==> src/rtl/irq_vec_pkg.sv <==
package irq_vec_pkg;
    localparam int unsigned DEF_LEVELS = 8;
    localparam int unsigned DEF_DATA_W = 8;
    // width of the constant ones field below the level code
    localparam int unsigned SUFFIX_W   = 3;

    function automatic int unsigned prefix_width(int unsigned data_w, int unsigned code_w);
        return data_w - code_w - SUFFIX_W;
    endfunction
endpackage

==> src/rtl/irq_vec_prio_enc.sv <==
module irq_vec_prio_enc #(
    parameter int unsigned NUM_LEVELS = irq_vec_pkg::DEF_LEVELS
) (
    input  logic [NUM_LEVELS-1:0]         pend,
    output logic                          any,
    output logic [$clog2(NUM_LEVELS)-1:0] code
);
    localparam int unsigned CODE_W = $clog2(NUM_LEVELS);

    logic [NUM_LEVELS:0]   above;
    logic [NUM_LEVELS-1:0] grant;

    assign above[NUM_LEVELS] = 1'b0;

    // grant chain: a level wins only when nothing above it is pending
    for (genvar g = 0; g < NUM_LEVELS; g++) begin : g_chain
        assign above[g] = above[g+1] | pend[g];
        assign grant[g] = pend[g] & ~above[g+1];
    end

    assign any = above[0];

    always_comb begin
        code = '0;
        for (int i = 0; i < NUM_LEVELS; i++) begin
            if (grant[i]) code = code | CODE_W'(i);
        end
    end
endmodule

==> src/rtl/irq_vec_opcode_fmt.sv <==
module irq_vec_opcode_fmt #(
    parameter int unsigned CODE_W = 3,
    parameter int unsigned DATA_W = irq_vec_pkg::DEF_DATA_W
) (
    input  logic [CODE_W-1:0] code,
    input  logic              en,
    output logic [DATA_W-1:0] opcode
);
    localparam int unsigned SFX_W = irq_vec_pkg::SUFFIX_W;
    localparam int unsigned PFX_W = irq_vec_pkg::prefix_width(DATA_W, CODE_W);

    logic [DATA_W-1:0] raw;

    assign raw    = {{PFX_W{1'b1}}, code, {SFX_W{1'b1}}};
    assign opcode = en ? raw : '0;
endmodule

==> src/rtl/irq_vector_unit.sv <==
module irq_vector_unit #(
    parameter int unsigned NUM_LEVELS = irq_vec_pkg::DEF_LEVELS,
    parameter int unsigned DATA_W     = irq_vec_pkg::DEF_DATA_W
) (
    input  logic                  clk,
    input  logic                  rst_n,
    input  logic [NUM_LEVELS-1:0] req_n,
    input  logic                  inta,
    input  logic                  dbin,
    output logic                  irq,
    output logic [DATA_W-1:0]     vec_byte,
    output logic                  vec_oe
);
    localparam int unsigned CODE_W = $clog2(NUM_LEVELS);

    typedef struct packed {
        logic [NUM_LEVELS-1:0] pend;
        logic                  ack;
        logic [CODE_W-1:0]     code;
        logic                  valid;
    } state_t;

    state_t st_d, st_q;

    logic              enc_any;
    logic [CODE_W-1:0] enc_code;
    logic              drive;

    irq_vec_prio_enc #(.NUM_LEVELS(NUM_LEVELS)) u_enc (
        .pend (st_q.pend),
        .any  (enc_any),
        .code (enc_code)
    );

    always_comb begin
        st_d      = st_q;
        st_d.pend = ~req_n;
        st_d.ack  = inta;
        // capture on the first cycle of acknowledge only
        if (inta && !st_q.ack) begin
            st_d.code  = enc_code;
            st_d.valid = enc_any;
        end
    end

    always_ff @(posedge clk or negedge rst_n) begin
        if (!rst_n) st_q <= '0;
        else        st_q <= st_d;
    end

    assign irq    = enc_any;
    assign drive  = st_q.ack & st_q.valid & dbin;
    assign vec_oe = drive;

    irq_vec_opcode_fmt #(.CODE_W(CODE_W), .DATA_W(DATA_W)) u_fmt (
        .code   (st_q.code),
        .en     (drive),
        .opcode (vec_byte)
    );
endmodule

==> config.mk <==
export PLATFORM = sky130hd
export DESIGN_NAME = irq_vector_unit
export DESIGN_NICKNAME = d
export VERILOG_FILES = /design/src/rtl/irq_vec_pkg.sv /design/src/rtl/irq_vec_prio_enc.sv /design/src/rtl/irq_vec_opcode_fmt.sv /design/src/rtl/irq_vector_unit.sv
export SDC_FILE = /design/constraint.sdc
export NUM_CORES = 1
export LEC_CHECK = 0
export BUFFER_PORTS_ARGS = -buffer_cell sky130_fd_sc_hd__buf_2
export CAP_MARGIN = 30
export CORE_MARGIN = 3
export CORE_UTILIZATION = 30
export DETAILED_ROUTE_END_ITERATION = 7
export GPL_TIMING_DRIVEN = 0
export PLACE_DENSITY = 0.64
export SLEW_MARGIN = 20
export SYNTH_ARGS = -nofsm -noshare
export SYNTH_HDL_FRONTEND = slang
export SYNTH_SLANG_ARGS = --single-unit
==> constraint.sdc <==
create_clock -name clk -period 1.2 [get_ports clk]
set_input_delay 0.18 -clock clk [delete_from_list [all_inputs] [get_ports clk]]
set_output_delay 0.18 -clock clk [all_outputs]
set_load 0.02 [all_outputs]
==> impl_metrics.tcl, run 1 <==
set metrics [dict create \
    status "finished, violations left" \
    violations "negative setup slack" \
    die-area_mm2 0.00233 \
    numCtsBuffers 3 \
    grt_overflow 0 \
    grt_pass1_wl_um 1640 \
    num_vias 414 \
    p_comb_frac 0.187 \
    yosysUniqueCellTypes 15 \
    final_core_util 0.526 \
    top_layer_used "met4" \
    largest_reg_flops 13 \
    dr_wl_met2_um 540 \
    regArea_um2 325 \
    maxCapViolations 0 \
    pin_count 22 \
    grtUsageTotal 0.0926 \
    portBuffers 21 \
    cp.buffers_inverters 1 \
    ys_ff_latch 13 \
    cts_tree "built" \
    top_register "st_q" \
    fillers 150 \
    start_util 0.337 \
    synth_cells 50 \
    die_w_um 48.3 \
    finalCriticalPeriod_ps 1400 \
    syn_area_um2 537 \
    routed_wl_um 1000 \
    r2r_setup_slack_ps 30 \
    clkTransAtPathRegs_ps 80 \
    p_sw_mw 0.223 \
    setup_viol 9 \
    core_area_mm2 0.00159 \
    dp_cells 95 \
    internal_power_mw 0.691 \
    synth.largest_area_cell "dfrtp_1" \
    gp_congestion 0.631 \
    ys_warn_count 0 \
    p_clk_frac 0.280 \
    min_period_over_period 1.17 \
    diodes 0 \
    crit_path_start_kind "register" \
    via_per_inst 3.98 \
    max_stage_delay_ps 400 \
    clock_latency_ps 270 \
    antenna_found_initial 0 \
    die_h_um 48.3 \
    pwr-share-seq 0.533 \
    powerDensity_mw_per_mm2 1090 \
    syn_avg_cell_area_um2 10.7 \
    wl_met1_um 382 \
    total_leakage_power_nw 0.413 \
    synthesis.nets 62 \
    fp-row-count 14 \
    cts_buffer_depth 2 \
    reg.largest.list "st_q x13" \
    maxSlewViolCount 0 \
    nNetsFinal 93 \
    syn_to_final_growth_pct 56.2 \
    critical-path-slowest-cell "dfrtp_1" \
    grt_pass1_vias 408 \
    ir_worst_vdd_uv 639 \
    grt_max_degree 14 \
    cp_top_family "flip-flops" \
    hold_slack_ps 34.9 \
    power.total_mw 0.914 \
    hold_viol_final 0 \
    layout-drive-gt1-share 0.513 \
    cts_root_buffer "clkbuf_4" \
    drc 0 \
    yosysSeqAreaShare 0.606 \
    rsz0062_at_grt "true" \
    worst_pin_slew_ps 268 \
    multiInputGateArea_um2 173 \
    setup_ws_ps -203 \
    max_freq_mhz 713 \
    cp_cell_sequence "nor4_2, nand2_1, buf_2" \
    hp-class "in2reg" \
    cts_max_level 1 \
    worstSetupPathType "reg2out" \
    critPathArrivalTime_ps 1220 \
    relSlewSlack 0.821 \
    yosys.area.top_type_share 0.606 \
    routedWlPerCell_um 9.63 \
    worstPathMaxFanout 3 \
    skew_ps 9.91 \
    synthTopCellsByArea "dfrtp_1 (61%), buf_4 (7.0%), inv_1 (6.3%)" \
    clock-sinks 13 \
    worstPathRequired_ps 1020 \
    instances_no_fill 104 \
    ant_nets 0 \
    swShare 0.244 \
    drt_first_pass_iters 1 \
    met3_length_um 72 \
    cp-end-kind "primary output" \
    first_iter_violations 0 \
]
what timing repair did:
action                                 in CTS  in global routing
pin swaps                                   7                  2
resized for setup                          30                  1
setup buffers                               2                  1
hold buffers                                1                  0
endpoints found under the hold margin      13                  0
setup endpoints to repair                  10                 13
gates cloned                                1                  0
final timing paths:
kind / from / to / depth (start not counted)
max reg2reg: st_q[9]$_DFF_PN0_ / st_q[1]$_DFFE_PN0P_ / 4
min: inta / st_q[4]$_DFF_PN0_ / 1
max in group asynchronous: rst_n / st_q[2]$_DFFE_PN0P_ / 2
min reg2reg: st_q[3]$_DFFE_PN0P_ / st_q[3]$_DFFE_PN0P_ / 2
max: st_q[7]$_DFF_PN0_ / irq / 3
min in group asynchronous: rst_n / st_q[7]$_DFF_PN0_ / 2
layout make-up:
| type | instances | share of cell area |
|---|---|---|
| flip-flops and latches | 13 | 0.388 |
| repair buffers | 25 | 0.231 |
| multi-input cells | 24 | 0.206 |
| plain buffers | 5 | 0.0672 |
| inverters | 9 | 0.0403 |
| well taps | 24 | 0.0358 |
| clock buffers | 4 | 0.0313 |
through the flow:
step           area [um^2]  setup WS (ps)  TNS, ps
3_5_place_dp           672          -3.62    -3.62
2_1_floorplan          537           29.6        0
4_1_cts                828           -221    -1130
3_3_place_gp           672          -8.17    -8.17
5_1_grt                838           -293    -1570
6_report               838           -203    -1020
synth_stat cells (all sizes together):
library cell	count
o21ai	3
nand2	2
and2	3
buf	5
nor2	5
nor2b	2
inv	9
nand2b	1
dfrtp	13
nor4	2
a21oi	1
and3	1
a31oi	3
kinds of logic after synthesis:
kind of cell           after synthesis  synth area share
AO/OA/AOI/OAI                        7            0.0793
buffers and inverters               14             0.133
flip-flops                          13             0.606
AND/OR/NAND/NOR                     16             0.182
layer usage:
metal  vias to the layer above  GRT usage
li1                        213          -
met2                        19      0.167
met5                         -          0
met4                         0     0.0711
met3                         2     0.0215
met1                       180     0.0906
power groups by stage:
stage	combinational [mW]	sequential (mW)	clock (mW)
floorplan	0.0727	0.489	0
global placement	0.117	0.492	0
detailed placement	0.119	0.494	0
CTS	0.169	0.488	0.268
global route	0.187	0.491	0.294
finish	0.171	0.488	0.256
placed cells by master (no fill, tap or decap), drive strengths merged:
master and instances:
inv 9, o21ai 3, and2 3, dlygate4sd3 1, nor2 5, nor2b 2, nand2b 1, nor4 2
clkbuf 4, and3 2, buf 29, dfrtp 13, a21oi 1, nand2 2, a31oi 3
Note: power is estimated with default switching activity, not from simulation.
==> run 2, diff against run 1 <==
--- a/config.mk
+++ b/config.mk
@@ -7,11 +7,13 @@
 export LEC_CHECK = 0
 export BUFFER_PORTS_ARGS = -buffer_cell sky130_fd_sc_hd__buf_2
 export CAP_MARGIN = 30
+export CELL_PAD_IN_SITES_DETAIL_PLACEMENT = 0
+export CELL_PAD_IN_SITES_GLOBAL_PLACEMENT = 2
 export CORE_MARGIN = 3
-export CORE_UTILIZATION = 30
+export CORE_UTILIZATION = 26
 export DETAILED_ROUTE_END_ITERATION = 7
 export GPL_TIMING_DRIVEN = 0
-export PLACE_DENSITY = 0.64
+export PLACE_DENSITY = 0.83
 export SLEW_MARGIN = 20
 export SYNTH_ARGS = -nofsm -noshare
 export SYNTH_HDL_FRONTEND = slang
==> run 2 against run 1 <==
  * The flow still finishes with violations (negative setup slack)
  * Worst hold slack improved by 11 ps
  * Non-clock buffer count rose by 2
  * Critical path depth is the same
  * Combinational power is 4% higher
  * Cell area is 3.0% higher
==> impl_metrics.tcl, run 2 (synthesized netlist as in run 1, its figures left out) <==
set metrics [dict create \
    routedWlPerCell_um 9.79 \
    hold_slack_ps 45.5 \
    setup_ws_ps -206 \
    core_area_mm2 0.00184 \
    antenna_found_initial 0 \
    dpl-instance-area_um2 673 \
    syn_to_final_growth_pct 60.8 \
    grt_overflow 0 \
    max_freq_mhz 711 \
    grt_pass1_vias 423 \
    drc 0 \
    critPathArrivalTime_ps 1230 \
    cts_max_level 1 \
    worstSetupPathType "reg2out" \
    via_per_inst 3.89 \
    final_cell_mix "buf_6 (14), dfrtp_1 (13), buf_2 (12)" \
    maxCapViolations 0 \
    pre_cts_slack_ps -22.5 \
    layout-drive-gt1-share 0.524 \
    total_leakage_power_nw 0.423 \
    portBuffers 21 \
    ant_nets 0 \
    setup_viol 9 \
    fin_area_um2 863 \
    crit_path_start_kind "register" \
    hp-class "in2reg" \
    first_iter_violations 1 \
    relSlewSlack 0.813 \
    cts_root_buffer "clkbuf_4" \
    die-area_mm2 0.00265 \
    layout_commonest_cell "buf_6" \
    worstPathRequired_ps 1020 \
    finalCriticalPeriod_ps 1410 \
    reg.largest.list "st_q x13" \
    numCtsBuffers 3 \
    nNetsFinal 95 \
    cp-end-kind "primary output" \
    powerDensity_mw_per_mm2 1060 \
    die_w_um 51.4 \
    hold_viol_final 0 \
    clock-sinks 13 \
    diodes 0 \
    clock_latency_ps 260 \
    start_util 0.292 \
    top_register "st_q" \
    drt_first_pass_iters 3 \
    grt_max_degree 14 \
    maxSlewViolCount 0 \
    cts_tree "built" \
    worstPathMaxFanout 3 \
    grt_pass1_wl_um 1730 \
    instances_no_fill 107 \
    routed_wl_um 1050 \
    num_vias 416 \
    skew_ps 2.79 \
    die_h_um 51.4 \
    grtUsageTotal 0.0856 \
    dp_cells 96 \
    largest_reg_flops 13 \
    status "finished, violations left" \
    clkTransAtPathRegs_ps 70 \
    violations "negative setup slack" \
    rsz0062_at_grt "true" \
    worst_pin_slew_ps 281 \
    min_period_over_period 1.17 \
    gp_congestion 0.601 \
    fp-row-count 15 \
    pin_count 22 \
    cts_buffer_depth 2 \
    ir_worst_vdd_uv 641 \
]
-- run 2: layout make-up --
cell class,instances,area [um^2]
plain buffers,5,56.3
inverters,9,33.8
clock buffers,4,26.3
flip-flops and latches,13,325
well taps,25,31.3
repair buffers,27,209
multi-input cells,24,181
fillers,189,976
-- run 2: critical path: stages, from the launching register on --
cell     delay, ps
dfrtp_1        410
nor4_4         320
nand2_1         70
buf_2          160
-- run 2: path summary, 6_finish.rpt --
| kind | slack (ps) | cells past startpoint | end | from |
|---|---|---|---|---|
| max in group asynchronous | 660 | 2 | st_q[2]$_DFFE_PN0P_ | rst_n |
| max reg2reg | 40 | 4 | st_q[1]$_DFFE_PN0P_ | st_q[9]$_DFF_PN0_ |
| min in group asynchronous | 330 | 2 | st_q[7]$_DFF_PN0_ | rst_n |
| max | -210 | 3 | irq | st_q[9]$_DFF_PN0_ |
| min | 50 | 1 | st_q[4]$_DFF_PN0_ | inta |
| min reg2reg | 490 | 2 | st_q[3]$_DFFE_PN0P_ | st_q[3]$_DFFE_PN0P_ |
-- run 2: where the power goes --
group	internal [mW]	switching, mW
sequential	0.465	0.0229
clock	0.128	0.121
combinational	0.101	0.0757
-- run 2: what timing repair did --
item | 4_1_cts | 5_1_grt
hold buffers | 1 | 0
pin swaps | 6 | 3
buffers inserted | 2 | 3
endpoints found under the hold margin | 13 | 0
gates cloned | 1 | 0
setup endpoints to repair | 10 | 13
resized for setup | 30 | 2
-- run 2: per-stage QoR --
| step | util | TNS [ps] | power (mW) |
|---|---|---|---|
| final | 0.469 | -955 | 0.915 |
| after global routing | 0.469 | -1580 | 0.973 |
| after CTS | 0.451 | -1100 | 0.918 |
| after detailed placement | 0.366 | -22.5 | 0.613 |
| after global placement | 0.366 | -24.8 | 0.610 |
| after floorplan | - | 0 | 0.562 |
-- run 2: layer usage --
layer  track usage  vias to the layer above  part of all wire
li1              -                      218                 -
met1        0.0909                      178              0.37
met2         0.163                       20              0.55
met3        0.0204                        0             0.085
met4        0.0262                        0                 0
met5             0                        -                 0
